$ cat config.mk
export PLATFORM = sky130hd
export DESIGN_NAME = core_tick_timer
export DESIGN_NICKNAME = d
export VERILOG_FILES = /design/src/rtl/ctt_pkg.sv /design/src/rtl/ctt_regs.sv /design/src/rtl/ctt_counters.sv /design/src/rtl/core_tick_timer.sv
export SDC_FILE = /design/constraint.sdc
export NUM_CORES = 1
export LEC_CHECK = 0
export ABC_AREA = 1
export ABC_CLOCK_PERIOD_IN_PS = 2500
export BUFFER_PORTS_ARGS = -buffer_cell sky130_fd_sc_hd__buf_2
export CAP_MARGIN = 20
export CORE_UTILIZATION = 57
export CTS_BUF_LIST = sky130_fd_sc_hd__clkbuf_8
export CTS_CLUSTER_SIZE = 12
export DETAILED_ROUTE_END_ITERATION = 6
export PLACE_DENSITY = 0.88
export SETUP_SLACK_MARGIN = 0.02
export SLEW_MARGIN = 20
export SYNTH_ARGS = -nofsm -noshare
export SYNTH_HDL_FRONTEND = slang
export SYNTH_SLANG_ARGS = --single-unit
$ cat constraint.sdc
create_clock -name clk -period 2.5 [get_ports clk]
set_input_delay 0.375 -clock clk [delete_from_list [all_inputs] [get_ports clk]]
set_output_delay 0.375 -clock clk [all_outputs]
set_load 0.02 [all_outputs]
$ cat src/rtl/ctt_pkg.sv
package ctt_pkg;
  localparam int BUS_W   = 32;
  localparam int OFS_W   = 8;

  localparam logic [OFS_W-1:0] OFS_TICKBUF = 8'h00;
  localparam logic [OFS_W-1:0] OFS_CNTBUF  = 8'h08;
  localparam logic [OFS_W-1:0] OFS_CTRL    = 8'h20;
  localparam logic [OFS_W-1:0] OFS_STATUS  = 8'h30;
  localparam logic [OFS_W-1:0] OFS_ENABLE  = 8'h34;
  localparam logic [OFS_W-1:0] OFS_ACK     = 8'h40;

  localparam int CTRL_TICK_RUN = 0;
  localparam int CTRL_INT_RUN  = 1;
  localparam int CTRL_REPEAT   = 2;
  localparam int CTRL_W        = 3;

  localparam int ACK_TICKBUF = 0;
  localparam int ACK_CNTBUF  = 1;
  localparam int ACK_CTRL    = 3;
  localparam int ACK_W       = 4;

  localparam int UPDATE_BIT  = 31;

  typedef struct packed {
    logic             vld;
    logic [OFS_W-1:0] ofs;
    logic [BUS_W-1:0] dat;
  } wr_req_t;
endpackage

$ cat src/rtl/ctt_regs.sv
module ctt_regs
  import ctt_pkg::*;
#(
  parameter int TICK_W = 32,
  parameter int CNT_W  = 31,
  parameter int WR_LAT = 3
) (
  input  logic              clk,
  input  logic              rst,
  input  logic              wr_en,
  input  logic [OFS_W-1:0]  wr_addr,
  input  logic [BUS_W-1:0]  wr_data,
  input  logic [OFS_W-1:0]  rd_addr,
  input  logic              expire,
  output logic [BUS_W-1:0]  rd_data,
  output logic              irq_o,
  output logic [TICK_W-1:0] tick_buf,
  output logic [CNT_W-1:0]  cnt_buf,
  output logic [CTRL_W-1:0] ctrl
);
  localparam int LAST = WR_LAT - 1;

  wr_req_t            pipe [WR_LAT];
  wr_req_t            land;
  logic               hit_tick, hit_cnt, hit_ctrl, hit_stat, hit_en, hit_ack;
  logic               status, enable;
  logic [ACK_W-1:0]   ack, ack_set, ack_clr;

  always_ff @(posedge clk) begin
    if (rst) begin
      for (int i = 0; i < WR_LAT; i++) pipe[i] <= '0;
    end else begin
      pipe[0] <= '{vld: wr_en, ofs: wr_addr, dat: wr_data};
      for (int i = 1; i < WR_LAT; i++) pipe[i] <= pipe[i-1];
    end
  end

  assign land     = pipe[LAST];
  assign hit_tick = land.vld && land.ofs == OFS_TICKBUF;
  assign hit_cnt  = land.vld && land.ofs == OFS_CNTBUF;
  assign hit_ctrl = land.vld && land.ofs == OFS_CTRL;
  assign hit_stat = land.vld && land.ofs == OFS_STATUS;
  assign hit_en   = land.vld && land.ofs == OFS_ENABLE;
  assign hit_ack  = land.vld && land.ofs == OFS_ACK;

  always_comb begin
    ack_set = '0;
    ack_set[ACK_TICKBUF] = hit_tick;
    ack_set[ACK_CNTBUF]  = hit_cnt;
    ack_set[ACK_CTRL]    = hit_ctrl;
    ack_clr = hit_ack ? land.dat[ACK_W-1:0] : '0;
  end

  always_ff @(posedge clk) begin
    if (rst) begin
      tick_buf <= '0;
      cnt_buf  <= '0;
      ctrl     <= '0;
      enable   <= 1'b0;
      status   <= 1'b0;
      ack      <= '0;
      irq_o    <= 1'b0;
    end else begin
      if (hit_tick) tick_buf <= land.dat[TICK_W-1:0];
      if (hit_cnt && land.dat[UPDATE_BIT]) cnt_buf <= land.dat[CNT_W-1:0];
      if (hit_ctrl) ctrl <= land.dat[CTRL_W-1:0];
      if (hit_en) enable <= land.dat[0];
      status <= expire | (status & ~(hit_stat & land.dat[0]));
      ack    <= (ack & ~ack_clr) | ack_set;
      irq_o  <= status & enable;
    end
  end

  always_ff @(posedge clk) begin
    if (rst) begin
      rd_data <= '0;
    end else begin
      case (rd_addr)
        OFS_TICKBUF: rd_data <= BUS_W'(tick_buf);
        OFS_CNTBUF:  rd_data <= BUS_W'(cnt_buf);
        OFS_CTRL:    rd_data <= BUS_W'(ctrl);
        OFS_STATUS:  rd_data <= BUS_W'(status);
        OFS_ENABLE:  rd_data <= BUS_W'(enable);
        OFS_ACK:     rd_data <= BUS_W'(ack);
        default:     rd_data <= '0;
      endcase
    end
  end

  // a landed control write leaves its acknowledge bit set
  a_r2_ctrl_ack: assert property (@(posedge clk) disable iff (rst)
    hit_ctrl |=> ack[ACK_CTRL]);

  // a count write without the update flag keeps the buffer
  a_r3_no_flag_keep: assert property (@(posedge clk) disable iff (rst)
    (hit_cnt && !land.dat[UPDATE_BIT]) |=> $stable(cnt_buf));

  // an expiry always leaves the status flag set
  a_r7_status_set: assert property (@(posedge clk) disable iff (rst)
    expire |=> status);

  // status with enable drives the interrupt line next cycle
  a_r8_irq_follow: assert property (@(posedge clk) disable iff (rst)
    (status && enable) |=> irq_o);
endmodule

$ cat src/rtl/ctt_counters.sv
module ctt_counters
  import ctt_pkg::*;
#(
  parameter int TICK_W = 32,
  parameter int CNT_W  = 31
) (
  input  logic              clk,
  input  logic              rst,
  input  logic [TICK_W-1:0] tick_buf,
  input  logic [CNT_W-1:0]  cnt_buf,
  input  logic [CTRL_W-1:0] ctrl,
  output logic              expire
);
  logic [TICK_W-1:0] pcnt;
  logic [CNT_W-1:0]  icnt;
  logic              done;
  logic              tick_run, int_run, repeat_md, tick, last;

  assign tick_run  = ctrl[CTRL_TICK_RUN];
  assign int_run   = ctrl[CTRL_INT_RUN];
  assign repeat_md = ctrl[CTRL_REPEAT];
  assign tick      = tick_run && (pcnt >= tick_buf);
  assign last      = icnt <= CNT_W'(1);
  assign expire    = int_run && !done && tick && last;

  always_ff @(posedge clk) begin
    if (rst || !tick_run) pcnt <= '0;
    else if (tick)        pcnt <= '0;
    else                  pcnt <= pcnt + 1'b1;
  end

  always_ff @(posedge clk) begin
    if (rst) begin
      icnt <= '0;
      done <= 1'b0;
    end else if (!int_run) begin
      icnt <= cnt_buf;
      done <= 1'b0;
    end else if (tick && !done) begin
      if (last) begin
        icnt <= repeat_md ? cnt_buf : '0;
        done <= !repeat_md;
      end else begin
        icnt <= icnt - 1'b1;
      end
    end
  end

  // with a stable divisor the prescaler never passes its limit
  a_r4_pcnt_bound: assert property (@(posedge clk) disable iff (rst)
    (tick_run && $past(tick_run) && $stable(tick_buf)) |-> pcnt <= tick_buf);

  // a finished one-shot raises no further expiry
  a_r5_single_shot: assert property (@(posedge clk) disable iff (rst)
    done |-> !expire);

  // interval mode reloads the buffered count on expiry
  a_r6_reload: assert property (@(posedge clk) disable iff (rst)
    (expire && repeat_md) |=> icnt == $past(cnt_buf));

  // a stopped prescaler sits at zero
  a_r9_halt_clear: assert property (@(posedge clk) disable iff (rst)
    !tick_run |=> pcnt == '0);
endmodule

$ cat src/rtl/core_tick_timer.sv
module core_tick_timer
  import ctt_pkg::*;
#(
  parameter int TICK_W = 32,
  parameter int CNT_W  = 31,
  parameter int WR_LAT = 3
) (
  input  logic             clk,
  input  logic             rst,
  input  logic             wr_en,
  input  logic [OFS_W-1:0] wr_addr,
  input  logic [BUS_W-1:0] wr_data,
  input  logic [OFS_W-1:0] rd_addr,
  output logic [BUS_W-1:0] rd_data,
  output logic             irq_o
);
  logic [TICK_W-1:0] tick_buf;
  logic [CNT_W-1:0]  cnt_buf;
  logic [CTRL_W-1:0] ctrl;
  logic              expire;

  ctt_regs #(.TICK_W(TICK_W), .CNT_W(CNT_W), .WR_LAT(WR_LAT)) u_regs (
    .clk(clk), .rst(rst), .wr_en(wr_en), .wr_addr(wr_addr), .wr_data(wr_data),
    .rd_addr(rd_addr), .expire(expire), .rd_data(rd_data), .irq_o(irq_o),
    .tick_buf(tick_buf), .cnt_buf(cnt_buf), .ctrl(ctrl)
  );

  ctt_counters #(.TICK_W(TICK_W), .CNT_W(CNT_W)) u_cnt (
    .clk(clk), .rst(rst), .tick_buf(tick_buf), .cnt_buf(cnt_buf),
    .ctrl(ctrl), .expire(expire)
  );
endmodule

=== Word-level counts from Yosys, hierarchy flattened ===
Memory sizes are Yosys's and may differ from the RTL's.
Index checks and enable logic that the tools add are counted.

* $lt $le $gt $ge: 2
* Eq/ne operators: 11
* Bitwise gates (word level): 12
* Muxes and demuxes: 12
* $add $sub $neg: 2
* Reductions and logical operators: 21

{| class="wikitable"
|+ Operators by type and width
! operator !! count
|-
| 32-bit case mux with 6 select lines || 1
|-
| 31-bit 2-to-1 mux || 4
|-
| 41-bit 2-to-1 mux || 3
|-
| 8-bit by 6-bit equality test with 1-bit output (second input constant) || 6
|-
| 32-bit by 1-bit adder with 32-bit output (second input constant) || 1
|-
| 32-bit greater-or-equal comparator || 1
|-
| 31-bit by 1-bit <= comparator with 1-bit output (second input constant) || 1
|-
| 31-bit by 1-bit subtractor with 31-bit output (second input constant) || 1
|-
| 8-bit by 4-bit equality test with 1-bit output (second input constant) || 2
|-
| 8-bit by 7-bit equality test with 1-bit output (second input constant) || 2
|-
| 8-bit logical NOT || 2
|-
| 1-bit logical AND || 12
|-
| 4-bit AND || 1
|-
| 4-bit 2-to-1 mux || 1
|-
| 4-bit NOT || 1
|-
| 1-bit OR || 4
|-
| 4-bit OR || 1
|-
| 2-bit OR reduction || 2
|-
| 1-bit AND || 3
|-
| 1-bit logical NOT || 3
|-
| 1-bit 2-to-1 mux || 3
|-
| 2-bit by 1-bit != test with 1-bit output (second input constant) || 1
|-
| 1-bit NOT || 2
|-
| 2-bit AND reduction || 1
|-
| 1-bit logical OR || 1
|}

* Logic and storage cells: 72
* Memories kept: 1
* Flip-flop bits (word level): 169
* Memory bits (writable): 123
* Input bits: 51

{| class="wikitable"
|+ Memories
! memory !! depth !! bits a word !! rd ports !! clocked after memory_dff !! write ports !! line !! source
|-
| u_regs.pipe || 3 || 41 || 3 || 0 || 3 || ctt_regs.sv:23 || <nowiki>wr_req_t pipe [WR_LAT];</nowiki>
|}

=== Longest topological paths before layout ===
Gate-level depths: netlist of the first run.
An unclocked memory read counts as a cell.

* Word-level depth: 7
* Gate-level depth with buffers: 18
* Gate-level depth less buffers: 17

=== Modules after synthesis ===
From an unflattened synthesis of the first run, not the netlist that was laid out.

* Cell total of the unflattened synthesis: 1987
* Area, all modules: 13499.2 um2

{| class="wikitable"
|+ Modules (own cells, without submodules)
! module !! area each (um2) !! instances !! cells an instance
|-
| ctt_regs || 7793.7 || 1 || 998
|-
| ctt_counters || 5705.5 || 1 || 989
|}

=== Worst setup path after synthesis of the first run ===
Ideal clock, no wire load.

* Kind: flip-flop to flip-flop
* Start: register u_regs.tick_buf[15]
* End: register u_cnt.icnt[10]
* Arrival: 1616 ps
* Setup time: 143 ps
* Stages on the path, launching flop included: 15
* Clock period less this slack: 1760 ps
* Path slack: 740 ps
* Cells stage by stage: dfxtp_1 > inv_1 > ha_1 > a21o_1 > nor2_1 > nand2_1 > nor2_1 > nand2_1 > nand2_1 > nand2_2 > nand2_2 > nand2_2 > buf_4 > nand2_1 > a21oi_2

* Word-level cells in the longest chain between the ends: 4

{| class="wikitable"
|+ Ends and longest elaborated chain
! item !! line !! source
|-
| start: declaration || ctt_regs.sv:17 || <nowiki>output logic [TICK_W-1:0] tick_buf,</nowiki>
|-
| start signal: assignment || ctt_regs.sv:64 || <nowiki>if (hit_tick) tick_buf <= land.dat[TICK_W-1:0];</nowiki>
|-
| 32-bit greater-or-equal comparator || ctt_counters.sv:22 || <nowiki>assign tick = tick_run && (pcnt >= tick_buf);</nowiki>
|-
| 1-bit logical AND || ctt_counters.sv:22 ||
|-
| 1-bit logical AND || ctt_counters.sv:39 || <nowiki>end else if (tick && !done) begin</nowiki>
|-
| 2-bit by 1-bit != test with 1-bit output (no line) || - ||
|-
| end signal: assignment || ctt_counters.sv:37 || <nowiki>icnt <= cnt_buf;</nowiki>
|-
| end signal: assignment || ctt_counters.sv:41 || <nowiki>icnt <= repeat_md ? cnt_buf : '0;</nowiki>
|-
| end signal: assignment || ctt_counters.sv:44 || <nowiki>icnt <= icnt - 1'b1;</nowiki>
|-
| end: declaration || ctt_counters.sv:15 || <nowiki>logic [CNT_W-1:0] icnt;</nowiki>
|}

No other way between the ends.
A chain may end at the register's enable or synchronous reset.

=== Final worst setup path of the first run ===
* Start: register u_cnt.pcnt[7]
* End: register u_cnt.icnt[11]

* Word-level cells in the longest chain between the ends: 4

{| class="wikitable"
|+ Ends and longest elaborated chain
! item !! line !! source
|-
| start: declaration || ctt_counters.sv:14 || <nowiki>logic [TICK_W-1:0] pcnt;</nowiki>
|-
| start signal: assignment || ctt_counters.sv:29 || <nowiki>else pcnt <= pcnt + 1'b1;</nowiki>
|-
| 32-bit greater-or-equal comparator || ctt_counters.sv:22 ||
|-
| 1-bit logical AND || ctt_counters.sv:22 ||
|-
| 1-bit logical AND || ctt_counters.sv:39 ||
|-
| 2-bit by 1-bit != test with 1-bit output (no line) || - ||
|}

No other way between the ends.

==> impl_metrics.json, run 1 <==
{
  "numClockSinks": 292,
  "met2_usage_pct": 47.1,
  "synth.distinct_cells": 47,
  "tns_ns": 0,
  "whs_ns": 0.0235,
  "worstSkewPairLatency_ns": 0.58,
  "core_area_sq_um": 22000,
  "start_util_pct": 58.6,
  "drv_slew": 0,
  "die_w_um": 152,
  "grt_busiest_layer": "met2",
  "layout.nets": 1947,
  "drv_cap": 0,
  "finalClockSkew_ns": 0.0290,
  "synth-seq-area-share_pct": 45.4,
  "final_layout_size_suffix_gt1_share_pct": 14.4,
  "io_buffers": 83,
  "yosysTopAreaCell": "dfxtp_1",
  "hp-class": "input pin to flip-flop",
  "violations": "DRC",
  "crit_path_cell_trace": "ha_1 -> a21o_1 -> nor2_1 -> nand2_1 -> nand2_1 -> nand2_1 -> nand2_1 -> nand2_2 -> nand2_2 -> buf_4 -> nand3_1 -> a21oi_2",
  "finalSetupViolations": 0,
  "wl_per_cell_um": 15.2,
  "hold_violations": 0,
  "grt-ovfl-total": 0,
  "synth_simple_gate_area_share_pct": 26.4,
  "path_max_fanout": 31,
  "synth_enable_flop_cells": 0,
  "cts_root_buf": "clkbuf_8",
  "ys_top_cells_by_area": "dfxtp_1 45%, nand2_1 10%, inv_1 7.9%",
  "grtUsageTotal_pct": 28.7,
  "fin_crit_sh_pct": 90.4,
  "synthTopCellsByCount": "358 x nand2_1, 292 x dfxtp_1, 270 x inv_1",
  "hold_buffers": 30,
  "via_per_inst": 5.29,
  "diodes": 0,
  "antenna_found_initial": 0,
  "die_y_um": 152,
  "cp_data_required_time_ns": 2.99,
  "synthMuxAreaShare_pct": 0,
  "gp_congestion": 0.956,
  "synthAdderAreaFrac_pct": 3.40,
  "row_count": 54,
  "slowest_delay_ns": 0.44,
  "leakage_nw": 6.43,
  "drtIter0Drc": 1063,
  "grt_pass1_vias": 10876,
  "synth_nets": 1845,
  "cts_tree": "done",
  "postCtsSetupBuffers": 0,
  "grt_use_met1_pct": 37.4,
  "avgSynthCellArea_sq_um": 7.32,
  "peakVddDrop_mv": 0.653,
  "slowest_stage": "dfxtp_1",
  "synth_seq_cells": 292,
  "totalWireLength_um": 33100,
  "synth_top_family_by_area": "simple AND/OR/NAND/NOR gates",
  "cts_resized": 0,
  "fillCellCount": 1713,
  "startpoint_type": "flip-flop",
  "power_density_nw_per_um2": 660,
  "dpl.hpwl_um": 22000,
  "ios": 84,
  "max_freq_ghz": 0.443,
  "path_clk_slew_ns": 0.07,
  "cp-end-kind": "flip-flop",
  "area.sequential_sq_um": 5850,
  "area_growth_pct": 15.3,
  "crit_top_cell": "nand2_1",
  "cp.arrival_ns": 2.75,
  "antenna_left": 0,
  "clock_path_buffers": 3,
  "syn_area_sq_um": 12900,
  "async_flop_share_pct": 0,
  "multiInputGateArea_sq_um": 5630,
  "grt_pass1_wl_um": 53800,
  "maxSlewHeadroom_pct": 44.3,
  "die_area_sq_um": 23200,
  "num_vias": 11525,
  "setup.worst_path.class": "flip-flop to flip-flop",
  "tightestPinTransition_ns": 0.835,
  "h-tree-depth": 2,
  "grt_max_degree": 115,
  "synth_compound_area_share_pct": 12.7,
  "firstDrtPassIters": 7,
  "period_minus_slack_ns": 2.26,
  "ys_warn_count": 0,
  "postSynthCellCount": 1759,
  "synth_top_flop_cell": "dfxtp_1",
  "drcViolationCount": 4,
  "grt.met3_usage_pct": 4.29,
  "synthXorXnorAreaFrac_pct": 1.29,
  "numCtsBuffers": 45,
  "synth_top_area_share_pct": 45.4,
  "synth_most_common_cell": "nand2_1",
  "rsz0062_at_grt": "no",
  "status": "finished with violations"
}
[cell usage in the layout, fill, tap and decap left out, types with 2 or more instances in the layout]
cell type	synthesis	final
nand3b_1	2	2
a221oi_1	2	2
nor2_2	13	13
nor3b_1	6	6
nor3_4	3	3
clkbuf_8	0	54
nand3_1	86	85
nand3_2	4	5
nor3_1	21	21
bufinv_16	0	7
dlygate4sd3_1	0	30
nand4_1	12	12
a21o_1	2	2
nor2_1	223	223
inv_1	270	281
nand2_2	12	12
o21a_1	3	3
ha_1	35	35
dfxtp_1	292	291
a21oi_2	37	37
o21bai_1	4	4
nand2_4	4	4
a21oi_1	130	130
or2_2	5	5
buf_4	4	13
o21ai_0	78	78
xor2_1	11	11
o21ai_1	25	25
nor2_4	11	11
buf_2	20	82
clkinv_2	0	8
xnor2_1	8	8
nor4_1	6	6
inv_8	0	3
buf_12	0	4
nand2_1	358	358
inv_2	8	8
[where the power goes]
group / switching (mW) / internal [mW]
registers: 0.0431 / 4.75
clock network: 1.89 / 2.72
logic: 0.241 / 0.146
total: 2.18 / 7.61
[flip-flops by register name, summed over array words and instances (netlist names)]
| register | flops |
|---|---|
| u_regs.ctrl | 3 |
| u_regs.irq_o | 1 |
| u_regs.ack | 4 |
| u_regs.cnt_buf | 31 |
| u_regs.tick_buf | 32 |
| u_regs.status | 1 |
| u_cnt.pcnt | 32 |
| u_regs.enable | 1 |
| u_cnt.icnt | 31 |
| u_regs.pipe | 123 |
| u_regs.rd_data | 32 |
| u_cnt.done | 1 |
[worst paths after layout]
path / start / to / slack (ns) / cells after the start
setup / recovery: u_cnt.pcnt[7]$_SDFF_PP0_ / u_cnt.icnt[11]$_SDFFE_PP0P_ / 0.24 / 12
hold / removal: wr_data[21] / u_regs.pipe[0][21]$_SDFF_PP0_ / 0.02 / 3
setup reg to reg: u_cnt.pcnt[7]$_SDFF_PP0_ / u_cnt.icnt[11]$_SDFFE_PP0P_ / 0.24 / 12
hold reg to reg: u_regs.pipe[0][56]$_SDFF_PP0_ / u_regs.pipe[0][97]$_SDFF_PP0_ / 0.40 / 2
[area by class of cell]
class / count / area share (%)
flip-flops and latches: 292 / 39.4
multi-input cells: 1114 / 38.0
inverters: 278 / 7.03
repair buffers: 130 / 6.06
clock buffers: 54 / 5.01
well taps: 280 / 2.36
clock inverters: 29 / 2.19
[kinds of logic (layout without fill, tap and decap cells)]
group / Yosys count / count (layout)
xor+xnor: 19 / 19
simple gates: 772 / 772
fa+ha+maj: 35 / 35
flops: 292 / 292
buf+inv: 353 / 491
compound gates: 288 / 288
[metrics by stage]
| stage | total power [mW] | instance area [sq um] | instances | setup WS, ns | util [%] |
|---|---|---|---|---|---|
| after CTS | 9.81 | 14800 | 2177 | 0.290 | 67.6 |
| after floorplan | 5.11 | 12900 | 1759 | 0.740 | - |
| after detailed placement | 5.22 | 13500 | 2064 | 0.350 | 61.4 |
| after global routing | 10.1 | 14800 | 2177 | 0.0792 | 67.6 |
| after global placement | 5.21 | 13500 | 2064 | 0.415 | 61.4 |
| final | 9.79 | 14800 | 2177 | 0.240 | 67.6 |
[worst max-delay path, delay by kind of cell, from the launching register on]
family	cells	cell delay [ns]
adders and majority gates	1	0.30
buffers and inverters	1	0.33
DFF	1	0.44
and+or+nand+nor	8	0.74
AOI/OAI and AO/OA	2	0.35
[metal layers]
| metal | up-vias | part of all wire, % |
|---|---|---|
| met5 | - | 0 |
| met4 | 0 | 3.7 |
| met3 | 96 | 8.9 |
| met2 | 554 | 46 |
| met1 | 5165 | 42 |
| li1 | 5710 | - |
(Power assumes the default switching activity.)
==> run 2, diff against run 1 <==
- ABC_AREA: 1 -> default
- MAX_ROUTING_LAYER: default -> met4
==> impl_metrics.json, run 2 <==
{
  "status": "finished with violations",
  "violations": "DRC, setup timing",
  "yosysTopAreaCell": "dfxtp_1",
  "worstSkewPairLatency_ns": 0.59,
  "finalSetupViolations": 65,
  "syn_area_sq_um": 11400,
  "p_int_mw": 7.11,
  "seqPwrFrac_pct": 51.7,
  "max_freq_ghz": 0.327,
  "crit_path_cell_trace": "inv_2 -> ha_4 -> nand4_1 -> nor2_2 -> nor4b_4 -> o31a_1 -> buf_6 -> buf_4 -> o21ai_2 -> or3_4 -> a32o_1",
  "ys_top_cells_by_area": "dfxtp_1 51%, nor2b_1 7.2%, nand2_1 5.3%",
  "num_vias": 10937,
  "cts_root_buf": "clkbuf_8",
  "synth_seq_cells": 292,
  "synth_top_family_by_area": "simple AND/OR/NAND/NOR gates",
  "synth_simple_gate_area_share_pct": 23.0,
  "drcViolationCount": 2,
  "hold_violations": 0,
  "tightestPinTransition_ns": 0.895,
  "core_area_sq_um": 19500,
  "grt_pass1_vias": 10438,
  "numCtsBuffers": 45,
  "rsz0062_at_grt": "yes",
  "drtIter0Drc": 1731,
  "fin_util_pct": 73.6,
  "final_layout_size_suffix_gt1_share_pct": 24.8,
  "synth_most_common_cell": "dfxtp_1",
  "drv_cap": 0,
  "place_area_sq_um": 12500,
  "finalInstanceArea_sq_um": 14400,
  "cp.arrival_ns": 3.51,
  "dpl.hpwl_um": 18400,
  "cts_tree": "done",
  "final_cell_count_no_fill": 1719,
  "hp-class": "input pin to flip-flop",
  "synth.distinct_cells": 61,
  "start_util_pct": 58.2,
  "synthMuxAreaShare_pct": 0.705,
  "hp-start": "wr_data[4]",
  "synth_compound_area_share_pct": 13.7,
  "die_w_um": 143,
  "synthAdderAreaFrac_pct": 3.85,
  "antenna_left": 0,
  "whs_ns": 0.00254,
  "synth_nets": 1338,
  "clock_path_buffers": 3,
  "firstDrtPassIters": 7,
  "antenna_found_initial": 1,
  "setup.worst_path.class": "flip-flop to flip-flop",
  "row_count": 51,
  "power_density_nw_per_um2": 642,
  "synth_enable_flop_cells": 0,
  "reg2reg_slack_ns": -0.55,
  "dpl.cell_count": 1610,
  "crit_start": "u_regs.tick_buf[13]$_SDFFE_PP0P_",
  "total_power_mw": 9.22,
  "die_y_um": 143,
  "path_clk_slew_ns": 0.07,
  "die_area_sq_um": 20500,
  "numClockSinks": 292,
  "avgSynthCellArea_sq_um": 9.08,
  "grt_pass1_wl_um": 54500,
  "fin_crit_sh_pct": 122,
  "synth_top_flop_cell": "dfxtp_1",
  "tns_ns": -25.22,
  "async_flop_share_pct": 0,
  "sw_frac_of_total_pct": 22.9,
  "final_cell_mix": "276 x dfxtp_1, 161 x nand2_1, 129 x nor2b_1, 98 x a21oi_1, 82 x buf_2",
  "setup_slack_ns": -0.554,
  "finalClockSkew_ns": 0.0346,
  "synth_top_area_share_pct": 51.4,
  "synthTopCellsByCount": "292 x dfxtp_1, 161 x nand2_1, 131 x nor2b_1",
  "synth-seq-area-share_pct": 51.4,
  "top_register": "u_regs.pipe",
  "totalWireLength_um": 38600,
  "drv_slew": 0,
  "critPathBufInv": 3,
  "synthXorXnorAreaFrac_pct": 2.78,
  "largest_reg_flops": 123,
  "cp-end-kind": "flip-flop",
  "h-tree-depth": 2,
  "ys_warn_count": 0,
  "crit_family": "simple AND/OR/NAND/NOR gates",
  "path_max_fanout": 4,
  "cp_data_required_time_ns": 2.96,
  "grt_max_degree": 109,
  "grt-ovfl-total": 0,
  "area_growth_pct": 26.4,
  "period_minus_slack_ns": 3.05,
  "slowest_delay_ns": 0.45,
  "peakVddDrop_mv": 0.753,
  "power.switching_mw": 2.11,
  "slowest_stage": "nor4b_4",
  "grtUsageTotal_pct": 35.8,
  "gp_congestion": 0.906,
  "ios": 84,
  "startpoint_type": "flip-flop",
  "leakage_nw": 5.56,
  "clkPwrFrac_pct": 45.6,
  "layout.nets": 1505,
  "via_per_inst": 6.36,
  "wl_per_cell_um": 22.4,
  "maxSlewHeadroom_pct": 40.3,
  "postSynthCellCount": 1252,
  "final_common_cell": "dfxtp_1",
  "p_comb_share_pct": 2.7,
  "io_buffers": 83,
  "reg2reg_from": "u_regs.tick_buf[13]$_SDFFE_PP0P_",
  "pre_cts_slack_ns": -0.150
}
## run 2: cell types whose count changed after synthesis, moves of 36 or more
cell	before	now
nand2_1	358	161
a21oi_2	37	1
o21ai_0	78	10
nor2b_1	0	131
nor2_1	223	114
nand3_1	86	23
inv_1	270	48
## run 2: layout make-up
type                       count  area (sq um)
sequential                   292          5870
multi-input combinational    837          5550
fill                        1184          5160
timing repair buffer         195          1470
clock buffer                  60           826
tap                          265           332
inverter                      48           180
clock inverter                21           144
antenna                        1          2.50
## run 2: path summary, 6_finish.rpt
kind | to | cells past startpoint
worst min register to register | u_regs.pipe[0][100]$_SDFF_PP0_ | 1
worst min-delay path | u_regs.pipe[0][4]$_SDFF_PP0_ | 2
worst max register to register | u_cnt.icnt[30]$_SDFFE_PP0P_ | 11
worst max-delay path | u_cnt.icnt[30]$_SDFFE_PP0P_ | 11
## run 2: timing repair
| item | in CTS | in global routing |
|---|---|---|
| buffers inserted | 14 | 2 |
| setup endpoints to repair | 64 | 65 |
| pin swaps | 66 | 46 |
| hold endpoints to repair | 8 | 0 |
| hold buffers | 8 | 0 |
| cloned | 4 | 1 |
| resized for setup | 81 | 61 |
## run 2: power by group through the flow
stage | Sequential (mW) | Clock, mW | Combinational, mW
floorplan | 4.85 | 0 | 0.130
global placement | 4.86 | 0 | 0.199
detailed placement | 4.87 | 0 | 0.207
CTS | 4.76 | 4.16 | 0.232
global route | 4.77 | 4.42 | 0.261
finish | 4.77 | 4.21 | 0.245
## run 2: kinds of logic (layout without fill, tap and decap cells)
logic type,count (synthesis),in the layout
XOR/XNOR,36,36
adder cells (fa/ha/maj),35,35
buffers and inverters,124,324
other,0,1
flip-flops,292,292
AND/OR/NAND/NOR,524,524
multiplexers,8,8
AO/OA/AOI/OAI,233,234
## run 2: routing by layer
| layer | share of wire, % | GRT usage [%] | vias to the layer above |
|---|---|---|---|
| met5 | 0 | - | - |
| met4 | 8.0 | 22.5 | 0 |
| met3 | 13 | 8.52 | 372 |
| met2 | 45 | 57.6 | 988 |
| met1 | 34 | 40.1 | 4958 |
| li1 | - | - | 4619 |
## run 2: worst register-to-register path, stage by stage (launching register included)
cell and delay, ns:
dfxtp_2 0.35, inv_2 0.05, ha_4 0.30, nand4_1 0.21
nor2_2 0.23, nor4b_4 0.45, o31a_1 0.35, buf_6 0.16
buf_4 0.11, o21ai_2 0.10, or3_4 0.39, a32o_1 0.25
